[config.mk]
export PLATFORM = sky130hd
export DESIGN_NAME = conv_start_delay
export DESIGN_NICKNAME = d
export VERILOG_FILES = /design/src/rtl/csd_pkg.sv /design/src/rtl/csd_event_decode.sv /design/src/rtl/csd_delay_counter.sv /design/src/rtl/csd_fsm.sv /design/src/rtl/conv_start_delay.sv
export SDC_FILE = /design/constraint.sdc
export NUM_CORES = 1
export LEC_CHECK = 0
export ABC_AREA = 1
export ABC_CLOCK_PERIOD_IN_PS = 1700
export BUFFER_PORTS_ARGS = -buffer_cell sky130_fd_sc_hd__buf_2
export CAP_MARGIN = 20
export CORE_MARGIN = 2
export CORE_UTILIZATION = 45
export CTS_CLUSTER_SIZE = 8
export DETAILED_ROUTE_END_ITERATION = 10
export GPL_TIMING_DRIVEN = 0
export PLACE_DENSITY = 0.69
export RECOVER_POWER = 100
export SLEW_MARGIN = 20
export SYNTH_ARGS = -nofsm -noshare
export SYNTH_HDL_FRONTEND = slang
export SYNTH_SLANG_ARGS = --single-unit
export TNS_END_PERCENT = 30
[constraint.sdc]
create_clock -name clk -period 1.7 [get_ports clk]
set_clock_uncertainty 0.1 [all_clocks]
set_input_delay 0.255 -clock clk [delete_from_list [all_inputs] [get_ports clk]]
set_output_delay 0.255 -clock clk [all_outputs]
set_load 0.02 [all_outputs]
[src/rtl/csd_pkg.sv]
package csd_pkg;

    typedef enum logic [1:0] {
        ST_IDLE = 2'd0,
        ST_WAIT = 2'd1,
        ST_RUN  = 2'd2
    } run_state_t;

    localparam logic [1:0] MODE_SYNC = 2'b10;

    // Modulator cycles for each delay code (non-uniform table).
    function automatic int unsigned delay_cycles(input logic [2:0] code);
        int unsigned v;
        if (code == 3'd0)
            v = 0;
        else if (code <= 3'd4)
            v = 32'd1 << (int'(code) + 1);
        else if (code == 3'd5)
            v = 128;
        else if (code == 3'd6)
            v = 512;
        else
            v = 1024;
        return v;
    endfunction

endpackage

[src/rtl/csd_event_decode.sv]
module csd_event_decode
    import csd_pkg::*;
(
    input  logic       clk,
    input  logic       rst_n,
    input  logic [1:0] mode_i,
    input  logic       reg_start_i,
    input  logic       reg_stop_i,
    input  logic       pin_i,
    output logic       start_o,
    output logic       stop_o
);
    logic pin_q;
    logic pin_rise;
    logic pin_fall;
    logic reg_ok;

    always_ff @(posedge clk or negedge rst_n) begin
        if (!rst_n) pin_q <= 1'b0;
        else        pin_q <= pin_i;
    end

    assign pin_rise = pin_i & ~pin_q;
    assign pin_fall = ~pin_i & pin_q;
    // Reserved mode codes fall back to start/stop control.
    assign reg_ok   = (mode_i != MODE_SYNC);
    assign start_o  = pin_rise | (reg_ok & reg_start_i);
    assign stop_o   = pin_fall | (reg_ok & reg_stop_i);

    // a pin edge always produces an event
    p_pin_edge_event_r12: assert property (@(posedge clk) disable iff (!rst_n)
        (pin_i != pin_q) |-> (start_o | stop_o));

endmodule

[src/rtl/csd_delay_counter.sv]
module csd_delay_counter #(
    parameter int unsigned CNT_W = 11
) (
    input  logic             clk,
    input  logic             rst_n,
    input  logic             load_i,
    input  logic [CNT_W-1:0] load_val_i,
    input  logic             dec_i,
    output logic             zero_o
);
    logic [CNT_W-1:0] cnt_q;

    always_ff @(posedge clk or negedge rst_n) begin
        if (!rst_n)
            cnt_q <= '0;
        else if (load_i)
            cnt_q <= load_val_i;
        else if (dec_i && (cnt_q != '0))
            cnt_q <= cnt_q - 1'b1;
    end

    assign zero_o = (cnt_q == '0);

    // counter never goes up except by a load
    p_cnt_monotonic_r2: assert property (@(posedge clk) disable iff (!rst_n)
        !load_i |=> (cnt_q <= $past(cnt_q)));

endmodule

[src/rtl/csd_fsm.sv]
module csd_fsm
    import csd_pkg::*;
(
    input  logic clk,
    input  logic rst_n,
    input  logic start_i,
    input  logic stop_i,
    input  logic tick_i,
    input  logic zero_i,
    input  logic standby_i,
    output logic load_o,
    output logic dec_o,
    output logic run_o,
    output logic first_o,
    output logic pd_o
);
    run_state_t state_q;
    run_state_t state_nx;

    always_comb begin
        state_nx = state_q;
        unique case (state_q)
            ST_IDLE: begin
                if (stop_i)       state_nx = ST_IDLE;
                else if (start_i) state_nx = ST_WAIT;
            end
            ST_WAIT: begin
                if (stop_i)                 state_nx = ST_IDLE;
                else if (start_i)           state_nx = ST_WAIT;
                else if (tick_i && zero_i)  state_nx = ST_RUN;
            end
            ST_RUN: begin
                if (stop_i)       state_nx = ST_IDLE;
                else if (start_i) state_nx = ST_WAIT;
            end
            default: state_nx = ST_IDLE;
        endcase
    end

    // State register
    always_ff @(posedge clk or negedge rst_n) begin
        if (!rst_n) state_q <= ST_IDLE;
        else        state_q <= state_nx;
    end

    // Registered outputs
    always_ff @(posedge clk or negedge rst_n) begin
        if (!rst_n) begin
            run_o   <= 1'b0;
            first_o <= 1'b0;
        end else begin
            run_o   <= (state_nx == ST_RUN);
            first_o <= (state_nx == ST_RUN) && (state_q != ST_RUN);
        end
    end

    assign load_o = start_i & ~stop_i;
    assign dec_o  = (state_q == ST_WAIT) & tick_i;
    assign pd_o   = (state_q == ST_IDLE) & standby_i;

    // run reflects the state register
    p_run_matches_state_r1: assert property (@(posedge clk) disable iff (!rst_n)
        run_o == (state_q == ST_RUN));
    // first_conv is a single pulse that comes with run
    p_first_with_run_r11: assert property (@(posedge clk) disable iff (!rst_n)
        first_o |-> run_o);
    p_first_single_r11: assert property (@(posedge clk) disable iff (!rst_n)
        first_o |=> !first_o);
    // run only rises on a modulator tick
    p_rise_on_tick_r2: assert property (@(posedge clk) disable iff (!rst_n)
        $rose(run_o) |-> $past(tick_i));
    // a start without stop drops run on the next cycle
    p_restart_r3: assert property (@(posedge clk) disable iff (!rst_n)
        (start_i && !stop_i) |=> (!run_o && state_q == ST_WAIT));
    // stop always returns to idle
    p_stop_idle_r4: assert property (@(posedge clk) disable iff (!rst_n)
        stop_i |=> (state_q == ST_IDLE && !run_o));
    // power-down only while stopped
    p_pd_stopped_r10: assert property (@(posedge clk) disable iff (!rst_n)
        pd_o |-> !run_o);

endmodule

[src/rtl/conv_start_delay.sv]
module conv_start_delay
    import csd_pkg::*;
#(
    parameter int unsigned MAX_DELAY = 1024,
    localparam int unsigned CNT_W    = $clog2(MAX_DELAY + 1)
) (
    input  logic       clk,
    input  logic       rst_n,
    input  logic       mod_tick,
    input  logic       reg_start,
    input  logic       reg_stop,
    input  logic       pin_start,
    input  logic [1:0] mode_sel,
    input  logic [2:0] delay_code,
    input  logic       standby_sel,
    output logic       run,
    output logic       first_conv,
    output logic       analog_pd
);
    logic             start_ev;
    logic             stop_ev;
    logic             cnt_load;
    logic             cnt_dec;
    logic             cnt_zero;
    logic [CNT_W-1:0] load_val;

    assign load_val = CNT_W'(delay_cycles(delay_code));

    csd_event_decode u_decode (
        .clk         (clk),
        .rst_n       (rst_n),
        .mode_i      (mode_sel),
        .reg_start_i (reg_start),
        .reg_stop_i  (reg_stop),
        .pin_i       (pin_start),
        .start_o     (start_ev),
        .stop_o      (stop_ev)
    );

    csd_delay_counter #(.CNT_W(CNT_W)) u_counter (
        .clk        (clk),
        .rst_n      (rst_n),
        .load_i     (cnt_load),
        .load_val_i (load_val),
        .dec_i      (cnt_dec),
        .zero_o     (cnt_zero)
    );

    csd_fsm u_fsm (
        .clk       (clk),
        .rst_n     (rst_n),
        .start_i   (start_ev),
        .stop_i    (stop_ev),
        .tick_i    (mod_tick),
        .zero_i    (cnt_zero),
        .standby_i (standby_sel),
        .load_o    (cnt_load),
        .dec_o     (cnt_dec),
        .run_o     (run),
        .first_o   (first_conv),
        .pd_o      (analog_pd)
    );

    // simultaneous register start and stop in control mode ends idle
    p_stop_wins_r9: assert property (@(posedge clk) disable iff (!rst_n)
        (reg_start && reg_stop && mode_sel != MODE_SYNC) |=> (!run && !first_conv));
    // stop while a start is pending never produces a first conversion
    p_cancel_r7: assert property (@(posedge clk) disable iff (!rst_n)
        stop_ev |=> !first_conv);

endmodule

======== Word level (Yosys, flattened, before mapping) ========
Cells that the tools add are included.
cells by class
  eq/ne operators ......................... 7
  shift operators ......................... 1
  $add $sub $neg .......................... 2
  $lt $le $gt $ge ......................... 1
  reduce and logical (&&, ||, !) cells .... 9
  bitwise operators ....................... 12
  mux-type cells .......................... 12
operators with widths
  kind                     number
  $mux W11                 6
  $logic_not A11 Y1        1
  $reduce_bool A11 Y1      1
  $shl A1 B4 Y11 const A   1
  $sub A11 B1 Y11 const B  1
  $mux W2                  5
  $and A1 B1 Y1            7
  $eq A3 B3 Y1 const B     2
  $add A3 B1 Y4 const B    1
  $eq A2 B2 Y1 const B     2
  $ne A2 B2 Y1 const B     2
  $pmux W2 S2              1
  $le A3 B3 Y1 const B     1
  $logic_and A1 B1 Y1      3
  $logic_not A3 Y1         1
  $not A1 Y1               3
  $eq A2 B1 Y1 const B     1
  $logic_not A2 Y1         1
  $or A1 B1 Y1             2
  $reduce_bool A2 Y1       1
  $reduce_or A2 Y1         1
storage, ports and cells
  output and inout bits ................... 3
  register bits after elaboration ......... 16
  bits of input ports ..................... 12

======== Logic depth before layout (Yosys ltp) ========
Gate-level depths: netlist of the first run.
  depth in word-level cells ............... 8
  depth in mapped cells ................... 10
  gate-level depth less buffers ........... 10

======== Cells and area by module ========
Synthesis of the first run repeated with hierarchy kept, for this count alone.
unflattened totals
  cells, all modules ...................... 194
  area total of the unflattened synthesis .. 1198.6 um^2
modules (own cells, without submodules)
  module             cells each  instances  area each (um^2)
  csd_delay_counter  139         1          879.6
  csd_fsm            29          1          197.7
  csd_event_decode   11          1          65.1
  conv_start_delay   15          1          56.3

======== Worst setup path after synthesis of the first run ========
No wires, ideal clock.
  path type ............................... register to register
  start ................................... register u_counter.cnt_q[0]
  end ..................................... register u_counter.cnt_q[2]
  arrival ................................. 1.228 ns
  setup slack ............................. 0.255 ns
  buffers on the path ..................... 0
  stages on the path, launching flop included .. 10
  library setup time ...................... 0.116 ns
  required time ........................... 1.484 ns
  path through ............................ dfrtp_1 -> inv_1 -> ha_1 -> nand2_1 -> nor2_2 -> a21oi_4 -> nor2_8 -> inv_6 -> nand2_1 -> nand2_1
on the way
  word-level cells in the longest chain between the ends .. 3
  elaborated cells between the ends (all ways) .. 6
  classes of those cells .................. 1 x add/sub; 2 x mux; 3 x reduce/logical
RTL lines
  what                                                           RTL line                                          text
  from (decl)                                                    csd_delay_counter.sv:11                           logic [CNT_W-1:0] cnt_q;
  from (signal assigned)                                         csd_delay_counter.sv:17                           cnt_q <= load_val_i;
  from (signal assigned)                                         csd_delay_counter.sv:19                           cnt_q <= cnt_q - 1'b1;
  $sub A11 B1 Y11 / $reduce_bool A11 Y1 (equally long branches)  csd_delay_counter.sv:19, csd_delay_counter.sv:18
  $mux W11 / $logic_and A1 B1 Y1 (equally long branches)         csd_delay_counter.sv:18                           else if (dec_i && (cnt_q != '0))
  $mux W11 / $reduce_bool A2 Y1 (equally long branches)          n/a
Parallel ways exist; a longest one is shown, timed or not. The select of a mux whose other input is x is not followed.
A chain may end at the register's enable or synchronous reset.

======== Worst setup path in the final report of the first run ========
  start ................................... register u_counter.cnt_q[0]
  end ..................................... register u_counter.cnt_q[8]
The elaborated chain is that of the path after synthesis.

==> flow_results.org, run 1 <==
** Worst setup path
- Kind of start point of the critical path :: flip-flop
- Data arrives at the worst endpoint at 1720 ps.
- The critical path is of the flip-flop to flip-flop type.
- Crit path max fanout :: 5
- Crit path required time :: 1790 ps
- The worst setup path is captured at a flip-flop.

** Power
- Relative contribution of sequential cells to total power :: 0.340
- Areal power density over the cells :: 1320 mW/mm^2
- Switching fraction of total power :: 0.460
- The internal portion of the total power is 0.00101 W.
- For this design the total switching power over the nets is around 0.00086 W.
- IR analysis of the VDD net gives a maximum drop of a little over 800 uV.
- Of the total power, the clock network draws 0.141.
- Summed over all cells, the static leakage comes to 0.759 nW.
- Relative contribution of combinational cells to total power :: 0.520

** Drt
- The count of nets left with antenna violations once routing finished came out at 0.
- In this run, the number of DRC markers left after iteration 0 of detailed routing was 28.
- In the routed design, unresolved DRC markers number 0.
- Detailed-route wire length :: about 2800 um
- Mean number of vias per cell :: about 5.0
- Before antenna repair, the detailed router went through 4 iterations.
- After detailed routing, the average wire length per cell comes to 11.9 um.
- Summing over every cut layer, the via total after detailed routing is ~1200.

** Placement
- Input and output buffers added on the ports amount to 14.
- Pre-CTS worst setup slack :: 45.3 ps
- The congestion estimate from routability-driven global placement came to 0.827.
- Half-perimeter wire length after detailed placement :: 2030 um

** Finish
- Number of nets in the layout :: 219
- Number of diodes :: 0
- Fill cells :: ~230
- Layout Area Growth over Synthesis :: 17.9%
- In the final layout, the share of cells above drive strength 1 is 0.173.

** Timing
- Peak Freq :: 615 MHz
- RSZ-0062 raised after global routing :: false
- Setup slack on the critical path of the routed design comes to 73.8 ps.
- Measured against its own limit, the worst slew margin works out to 0.388.
- For the pin with the worst max-slew slack, the measured transition is 918 ps.
- Of the available clock period, the critical path in the final layout requires 0.957.
- Final setup vio count :: 0
- Min Hold Slack :: 202 ps
- Final Hold Violating Endpoints :: 0
- The number of pins exceeding their max-slew limit in the final report is 0.
- Setup total negative slack on the finished layout was measured at 0 ps.
- Final period demand of the worst path :: 1630 ps

** Run status
- Result of the run :: completed

** Yosys
- Syn avg cell area :: 6.76 um^2
- Post-Synthesis Cell Area :: between 0.001 and 0.0015 mm^2
- Yosys warning total :: 0
- Adder-cell area share of the yosys netlist :: 0.0416
- Fraction of synthesized area in multiplexers :: 0
- The synthesized netlist contains 25 unique library cells.
- Post-synthesis cell count :: roughly 180
- Area share of and/or/nand/nor cells after synthesis :: 0.441
- Counting flops and latches in the post-synthesis netlist gives 16.
- Xor and xnor area share after synthesis :: 0.0291
- Syn Nets :: slightly below 200
- Combinational family with the most area after synthesis :: simple AND/OR/NAND/NOR gates
- Proportion of synthesized chip area in sequential cells :: 0.333
- The area fraction in compound gates after synthesis is 0.0644.

** Global route
- Number of global-route vias before repair :: 1100
- GRT overflow :: 0
- The first global-routing pass estimated ~4700 um of wire.
- For this run, the total global-route usage over all layers was measured as 0.191.
- Antenna violations before repair :: 0
- Entering global routing, the biggest net connects 17 pins.

** Floorplanning
- Height of the die :: between 50 and 60 um
- From left edge to right edge, the die measures 55.7 um.
- Core footprint :: 0.00250 mm^2
- Placement Rows :: 18
- Count of boundary I/O pins :: 15
- Initial core utilization :: 0.481
- The die covers 0.00310 mm^2.

** Worst hold path
- In this run the worst hold path is classified as primary input to flip-flop.

** Run
- The tool flagged a number of max-cap violations equal to 0.

** Clocking
- Clock tree synthesis selected as its root buffer the cell clkbuf_4.
- H-tree lvl count :: 1
- The clock passes through at most 2 buffers.
- Clock latency on the worst-skew pair :: 300 ps
- Clock-pin slew was measured on the worst setup and hold paths at 100 ps.
- TritonCTS created 3 clock buffers.
- Counting every sink on the clock net gives 16.
- TritonCTS built the clock tree.
-- cell families after synthesis --
group	after synthesis
buffers and inverters	25
AND/OR/NAND/NOR	118
XOR/XNOR	4
AO/OA/AOI/OAI	11
adder cells (fa/ha/maj)	4
flip-flops	16
-- stage by stage --
stage | util | cells | power [W] | instance area, um^2
floorplan | - | 178 | 0.00134 | 1200
global placement | 0.525 | 222 | 0.00151 | 1310
detailed placement | 0.525 | 222 | 0.00154 | 1310
CTS | 0.547 | 228 | 0.00182 | 1370
global route | 0.568 | 232 | 0.00207 | 1420
finish | 0.568 | 232 | 0.00187 | 1420
-- cell usage in the layout (no fill, tap or decap), drive strengths merged, types with 3 or more instances in the layout --
master / synthesis / final
o21ai: 9 / 9
inv: 22 / 22
xor2: 3 / 3
nand4: 3 / 3
nor2: 24 / 24
dfrtp: 16 / 16
buf: 2 / 15
nand3: 16 / 16
nor3: 5 / 5
clkbuf: 0 / 9
ha: 4 / 4
nand2: 69 / 69
-- synthesized netlist by cell type --
cell      count  area, um^2
o21ai_0       9        45.0
inv_6         1        8.76
nor2_4        1        11.3
nor2_8        1        20.0
buf_6         1        11.3
nor2_1       19        71.3
and2_1        1        6.26
nor3_1        4        20.0
nand2_1      65         244
inv_4         1        6.26
nor3_2        1        10.0
inv_2         1        3.75
nand2_2       3        18.8
ha_1          4        50.1
inv_1        19        71.3
xor2_1        3        26.3
buf_2         1        5.00
clkinv_1      1        3.75
xnor2_1       1        8.76
nand2_4       1        11.3
nand3_1      16        80.1
nor2_2        3        18.8
nand4_1       3        18.8
a21oi_4       2        32.5
dfrtp_1      16         400
-- final cells by class --
class / count / area [um^2] / share of cell area
Clock buffer: 4 / 36.3 / 0.0256
Timing Repair Buffer: 20 / 139 / 0.0979
Sequential cell: 16 / 400 / 0.282
Inverter: 23 / 91.3 / 0.0644
Multi-Input combinational cell: 137 / 698 / 0.492
Tap cell: 30 / 37.5 / 0.0265
Buffer: 2 / 16.3 / 0.0115
-- what timing repair did --
| action | in CTS | in global routing |
|---|---|---|
| setup buffers | 0 | 4 |
| gates resized for setup | 0 | 2 |
| endpoints found under the setup margin | 0 | 10 |
| hold endpoints to repair | 17 | 0 |
| hold buffers | 2 | 0 |
-- path summary, 6_finish.rpt --
kind | startpoint | endpoint | slack, ps | cells past startpoint
worst max-delay path | u_counter.cnt_q[0] | u_counter.cnt_q[8] | 70 | 9
worst min-delay path | reg_stop | u_fsm.first_o | 200 | 4
worst max register to register | u_counter.cnt_q[0] | u_counter.cnt_q[8] | 70 | 9
worst min register to register | u_counter.cnt_q[1] | u_counter.cnt_q[1] | 440 | 2
max in group asynchronous | rst_n | u_counter.cnt_q[7] | 440 | 2
min in group asynchronous | rst_n | u_counter.cnt_q[4] | 500 | 2
-- registers in the layout, summed over array words and instances, names as in the netlist --
register         flops
u_counter.cnt_q     11
u_decode.pin_q       1
u_fsm.first_o        1
u_fsm.state_q        2
u_fsm.run_o          1
-- routing by layer --
metal | GRT usage | share of wire | vias to the layer above
li1 | - | - | 604
met1 | 0.270 | 0.49 | 533
met2 | 0.294 | 0.47 | 19
met4 | 0.0627 | 0.0083 | 0
met3 | 0.0349 | 0.034 | 2
met5 | 0 | 0 | -
-- power by group through the flow --
stage / combinational (W) / clock, W / sequential [W]
2_1_floorplan: 0.000736 / 0 / 0.000608
3_3_place_gp: 0.000878 / 0 / 0.000633
6_report: 0.000974 / 0.000264 / 0.000636
4_1_cts: 0.000914 / 0.000274 / 0.000629
5_1_grt: 0.00113 / 0.000289 / 0.000651
3_5_place_dp: 0.000902 / 0 / 0.000637
-- critical path: stages (launching register included) --
cell     delay [ps]
dfrtp_1         390
inv_2            70
ha_1            190
nand2_1         110
nor2_4           60
a21oi_4         260
nor2_8           90
buf_4           150
nand2_1          50
nand2_1          60
Note: power is estimated with default switching activity, not from simulation.
==> run 2: changes to the inputs <==
Settings changed: ABC_AREA 1 to 0, PLACE_DENSITY 0.69 to 0.7.
==> run 2 against run 1 <==
Net effect: utilization is 2.1 points higher; critical path depth is 5 lower; flip-flop and latch count stayed put; global-route usage is 0.28 points higher; first-iteration DRC count is 11% lower; worst hold slack worse by 150 ps; wire length is 17% lower; the flow now finishes with violations (negative setup slack).
==> flow_results.org, run 2 <==
** Run status
- The run finished, with violations left.
- Violations in the final reports :: negative setup slack

** Clocking
- Maximum number of buffers from clock root to sink :: 2
- In this run the number of H-tree levels came out at 1.
- TritonCTS created 3 clock buffers.
- CTS tree :: yes
- Register clock-pin slew on the reported worst setup and hold paths :: 100 ps
- Root Buffer Master :: clkbuf_4
- Clock Sinks :: 16
- Clock latency on the worst-skew pair :: about 290 ps

** Placement
- Count of placed standard cells including taps :: 158
- Routability-driven placement finished with a final weighted congestion of 0.855.
- Half-perimeter wire length after detailed placement :: 1700 um
- Cell area after placement :: 0.00118 mm^2
- Total of buffers placed on input and output ports :: 14

** Finish
- At the end of the flow the core is filled with cells to 0.589.
- Number of diodes :: 0
- Leaving out fill and tap cells, the most frequent cell in the layout is dfrtp_1.
- Layout Cell Area excl Fill :: 0.00130 mm^2
- The finished layout holds 168 standard cells, fillers aside.
- In the layout the commonest cells are dfrtp_1 (13), nand2_1 (10), a21oi_1 (9), buf_2 (9), nor2_1 (8).
- Counting the fill cells in the layout gives 186.
- Share of cells above drive strength 1 :: 0.279
- u_counter.cnt_q holds more flip-flops than any other register.
- The final layout contains 157 nets.
- The register with the most flip-flops in the layout has 11 of them.
- From synthesis to final layout, the design area changed by 23.2%.
- Largest registers :: u_counter.cnt_q x11, u_fsm.state_q x2

** Global route
- Summed over all layers, the global routing overflow is 0.
- Entering global routing, the biggest net connects 17 pins.
- The number of antenna violations at the first check in global routing came to 0.
- The first global-routing pass estimated approximately 3800 um of wire.
- Total routing resource utilization after global routing :: 0.194
- The number of global-route vias before repair came to 897.

** Floorplanning
- The total area inside the core boundary comes to between 0.002 and 0.0025 mm^2.
- Count of boundary I/O pins :: 15
- The die is approximately 52 um wide.
- The initial utilization of the core area, before any placement, comes to 0.478.
- The die covers roughly 0.0028 mm^2.
- Height of the die :: 52.5 um
- Row generation in the floorplan step produced 17 rows.

** Timing
- On the final layout, the worst hold slack is 53.6 ps.
- Derived from the worst setup path, the maximum achievable clock frequency is about 580 MHz.
- The hold violation total from the final report came to 0.
- The number of pins exceeding their max-slew limit in the final report came to 0.
- RSZ-0062 raised after global routing :: true
- Headroom to the max-slew limit came out at 0.429.
- Worst setup margin :: -22.5 ps
- Portion of the clock cycle consumed by the worst path in the final layout :: 1.01
- Final period demand of the worst path :: around 1700 ps
- Slew at the pin closest to its max-slew limit :: 856 ps
- Final setup vio count :: 3

** Worst setup path
- Critical path endpoint category :: flip-flop
- Worst EP arrival :: 1810 ps
- Critical register-to-register path startpoint :: u_counter.cnt_q[3]
- Length in cells of the worst reg-to-reg path :: 4
- The worst setup path is launched from a flip-flop.
- The setup path with the least slack is of type flip-flop to flip-flop.
- Origin of the worst setup path :: u_counter.cnt_q[3]
- Worst flop-to-flop path endpoint :: u_counter.cnt_q[6]
- In this run the number of cells on the critical path is 4.
- Crit path max fanout :: 3
- On the worst path, the slowest cell contributes a delay of 590 ps.
- In this run the worst setup path terminates at u_counter.cnt_q[6].
- Counting both buffers and inverters, the worst setup path holds a total of 0.
- Crit path required time :: between 1500 and 2000 ps
- Among cell families on the critical path, the largest total delay comes from simple AND/OR/NAND/NOR gates.
- The signal on the critical path passes through or4_4, o21ai_2, o21ai_1, mux2_4.
- Setup slack on the worst reg-to-reg path comes out at -20 ps.
- The slowest stage of the critical path is the or4_4 cell.

** Power
- Dividing total power by cell area gives a power density of 907 mW/mm^2.
- Of the total power, registers draw 0.437.
- Summed over all cells, the static leakage comes to 0.556 nW.
- Of the total power, combinational logic draws 0.345.
- Share of power burned in the clock network :: 0.218
- Switching fraction of total power :: 0.355
- PnR Total Power :: approximately 0.0012 W
- Power Internal :: 0.000761 W
- VDD sags by at most 425 uV.
- For this design the total switching power over the nets is approximately 0.00042 W.

** Worst hold path
- The path class of the tightest hold or removal check is primary input to flip-flop.

** Yosys
- Commonest cells post-synth :: dfrtp_1 (16), a21oi_1 (10), nand2_1 (10), inv_1 (9), nor2_1 (9)
- During synthesis, Yosys emitted a total of 0 warnings.
- The share of the Yosys chip area taken by registers is 0.379.
- The most used flip-flop cell after synthesis is dfrtp_1.
- Share of synthesized registers carrying an async set or reset :: 1.00
- In this run the mean area of a mapped cell was between 9 and 10 um^2.
- By area, the combinational part of the netlist is dominated by simple AND/OR/NAND/NOR gates.
- In this run, synthesis produced a sequential element count of 16.
- Adder-cell area share of the yosys netlist :: 0.0473
- The area fraction in compound gates after synthesis was 0.169.
- In this run, distinct cell masters in the synthesized netlist total 39.
- Of the total synthesized cell area, the portion taken by XOR and XNOR cells is 0.0331.
- Yosys mapped a number of flops with a built-in enable equal to 0.
- Syn Nets :: between 100 and 150
- Of the total synthesized cell area, the portion taken by AND, OR, NAND and NOR gates is 0.263.
- Cell types occupying the most area after synthesis :: dfrtp_1 (38%), a21oi_1 (4.7%), ha_1 (4.7%), mux2i_1 (3.8%), nand2_1 (3.6%)
- Measured against the total synthesized area, the mux share comes to 0.0592.
- The share of synthesized area in the top cell type comes to 0.379.
- Synthesis produced 116 cells.
- Most numerous cell in the Yosys netlist :: dfrtp_1
- The mapped netlist covers between 0.001 and 0.0015 mm^2.
- Cell taking the most area after synthesis :: dfrtp_1

** Drt
- Routed WL per cell :: 13.7 um
- In this run, the number of DRC markers left after iteration 0 of detailed routing was 25.
- Dividing the detail-routed via count by the number of cells gives 5.74.
- Number of detailed-route iterations in the first pass :: 4
- ANT nets after route :: 0
- In the routed design, unresolved DRC markers number 0.
- The routed layout has about 960 vias.
- Detailed-route wire length :: 2300 um

** Run
- Max-cap violations in this run came to 0.
run 2: cell types whose count changed after synthesis, moves of 4 or more:
cell	change
mux2i_1	+4
a31oi_1	+5
nor4_1	+4
nand2_1	-55
o21ai_0	-7
inv_1	-10
nor2_1	-10
a21oi_1	+10
nand3_1	-12
run 2: cell families (layout without fill, tap and decap cells):
| group | Yosys count | in the layout |
|---|---|---|
| simple gates | 45 | 45 |
| flops | 16 | 16 |
| fa+ha+maj | 4 | 4 |
| xor+xnor | 4 | 4 |
| compound gates | 28 | 28 |
| buf+inv | 13 | 37 |
| mux | 6 | 6 |
run 2: stage by stage:
step,setup WS (ps),TNS (ps)
6_report,-22.5,-46.5
4_1_cts,-18.0,-18.0
3_5_place_dp,-143,-1010
3_3_place_gp,-113,-604
5_1_grt,-87.1,-401
2_1_floorplan,10.4,0
run 2: worst min path at each step:
| stage | startpoint | slack (ps) | to | cells after the start |
|---|---|---|---|---|
| 4_1_cts | pin_start | 30 | u_decode.pin_q | 1 |
| 3_3_place_gp | rst_n | 80 | u_counter.cnt_q[8] | 1 |
| 6_report | pin_start | 50 | u_decode.pin_q | 1 |
| 3_5_place_dp | rst_n | 90 | u_counter.cnt_q[8] | 1 |
| 2_1_floorplan | rst_n | -140 | u_counter.cnt_q[0] | 0 |
| 5_1_grt | pin_start | 40 | u_decode.pin_q | 1 |
run 2: power by group through the flow:
stage,logic (W),clock network [W],registers (W)
detailed placement,0.000337,0,0.000522
global route,0.000454,0.000285,0.000522
finish,0.000407,0.000257,0.000516
floorplan,0.000259,0,0.000505
global placement,0.000325,0,0.000515
CTS,0.000392,0.000262,0.000512
run 2: worst register-to-register path, cell delays in order (launching register included):
cell and delay [ps]:
dfrtp_1 440, or4_4 590, o21ai_2 150, o21ai_1 80, mux2_4 250
run 2: final cells by class:
type	instances	area, um^2	share of cell area
multi-input cells	87	652	0.500
flip-flops and latches	16	404	0.310
repair buffers	21	119	0.0913
clock buffers	4	36.3	0.0279
well taps	28	35.0	0.0269
inverters	9	33.8	0.0259
plain buffers	3	22.5	0.0173
run 2: timing repair:
item	in CTS	in global routing
hold endpoints to repair	16	0
setup endpoints to repair	14	11
cloned	0	0
setup buffers	4	2
resized for setup	10	8
hold buffers	1	0
pin swaps	8	7
run 2: per-layer routing:
layer,track usage,routed length (um),up-vias
met5,0,0,-
met2,0.302,1090,21
met4,0.141,79,0
met3,0.0371,94,6
li1,-,-,482
met1,0.237,1040,455
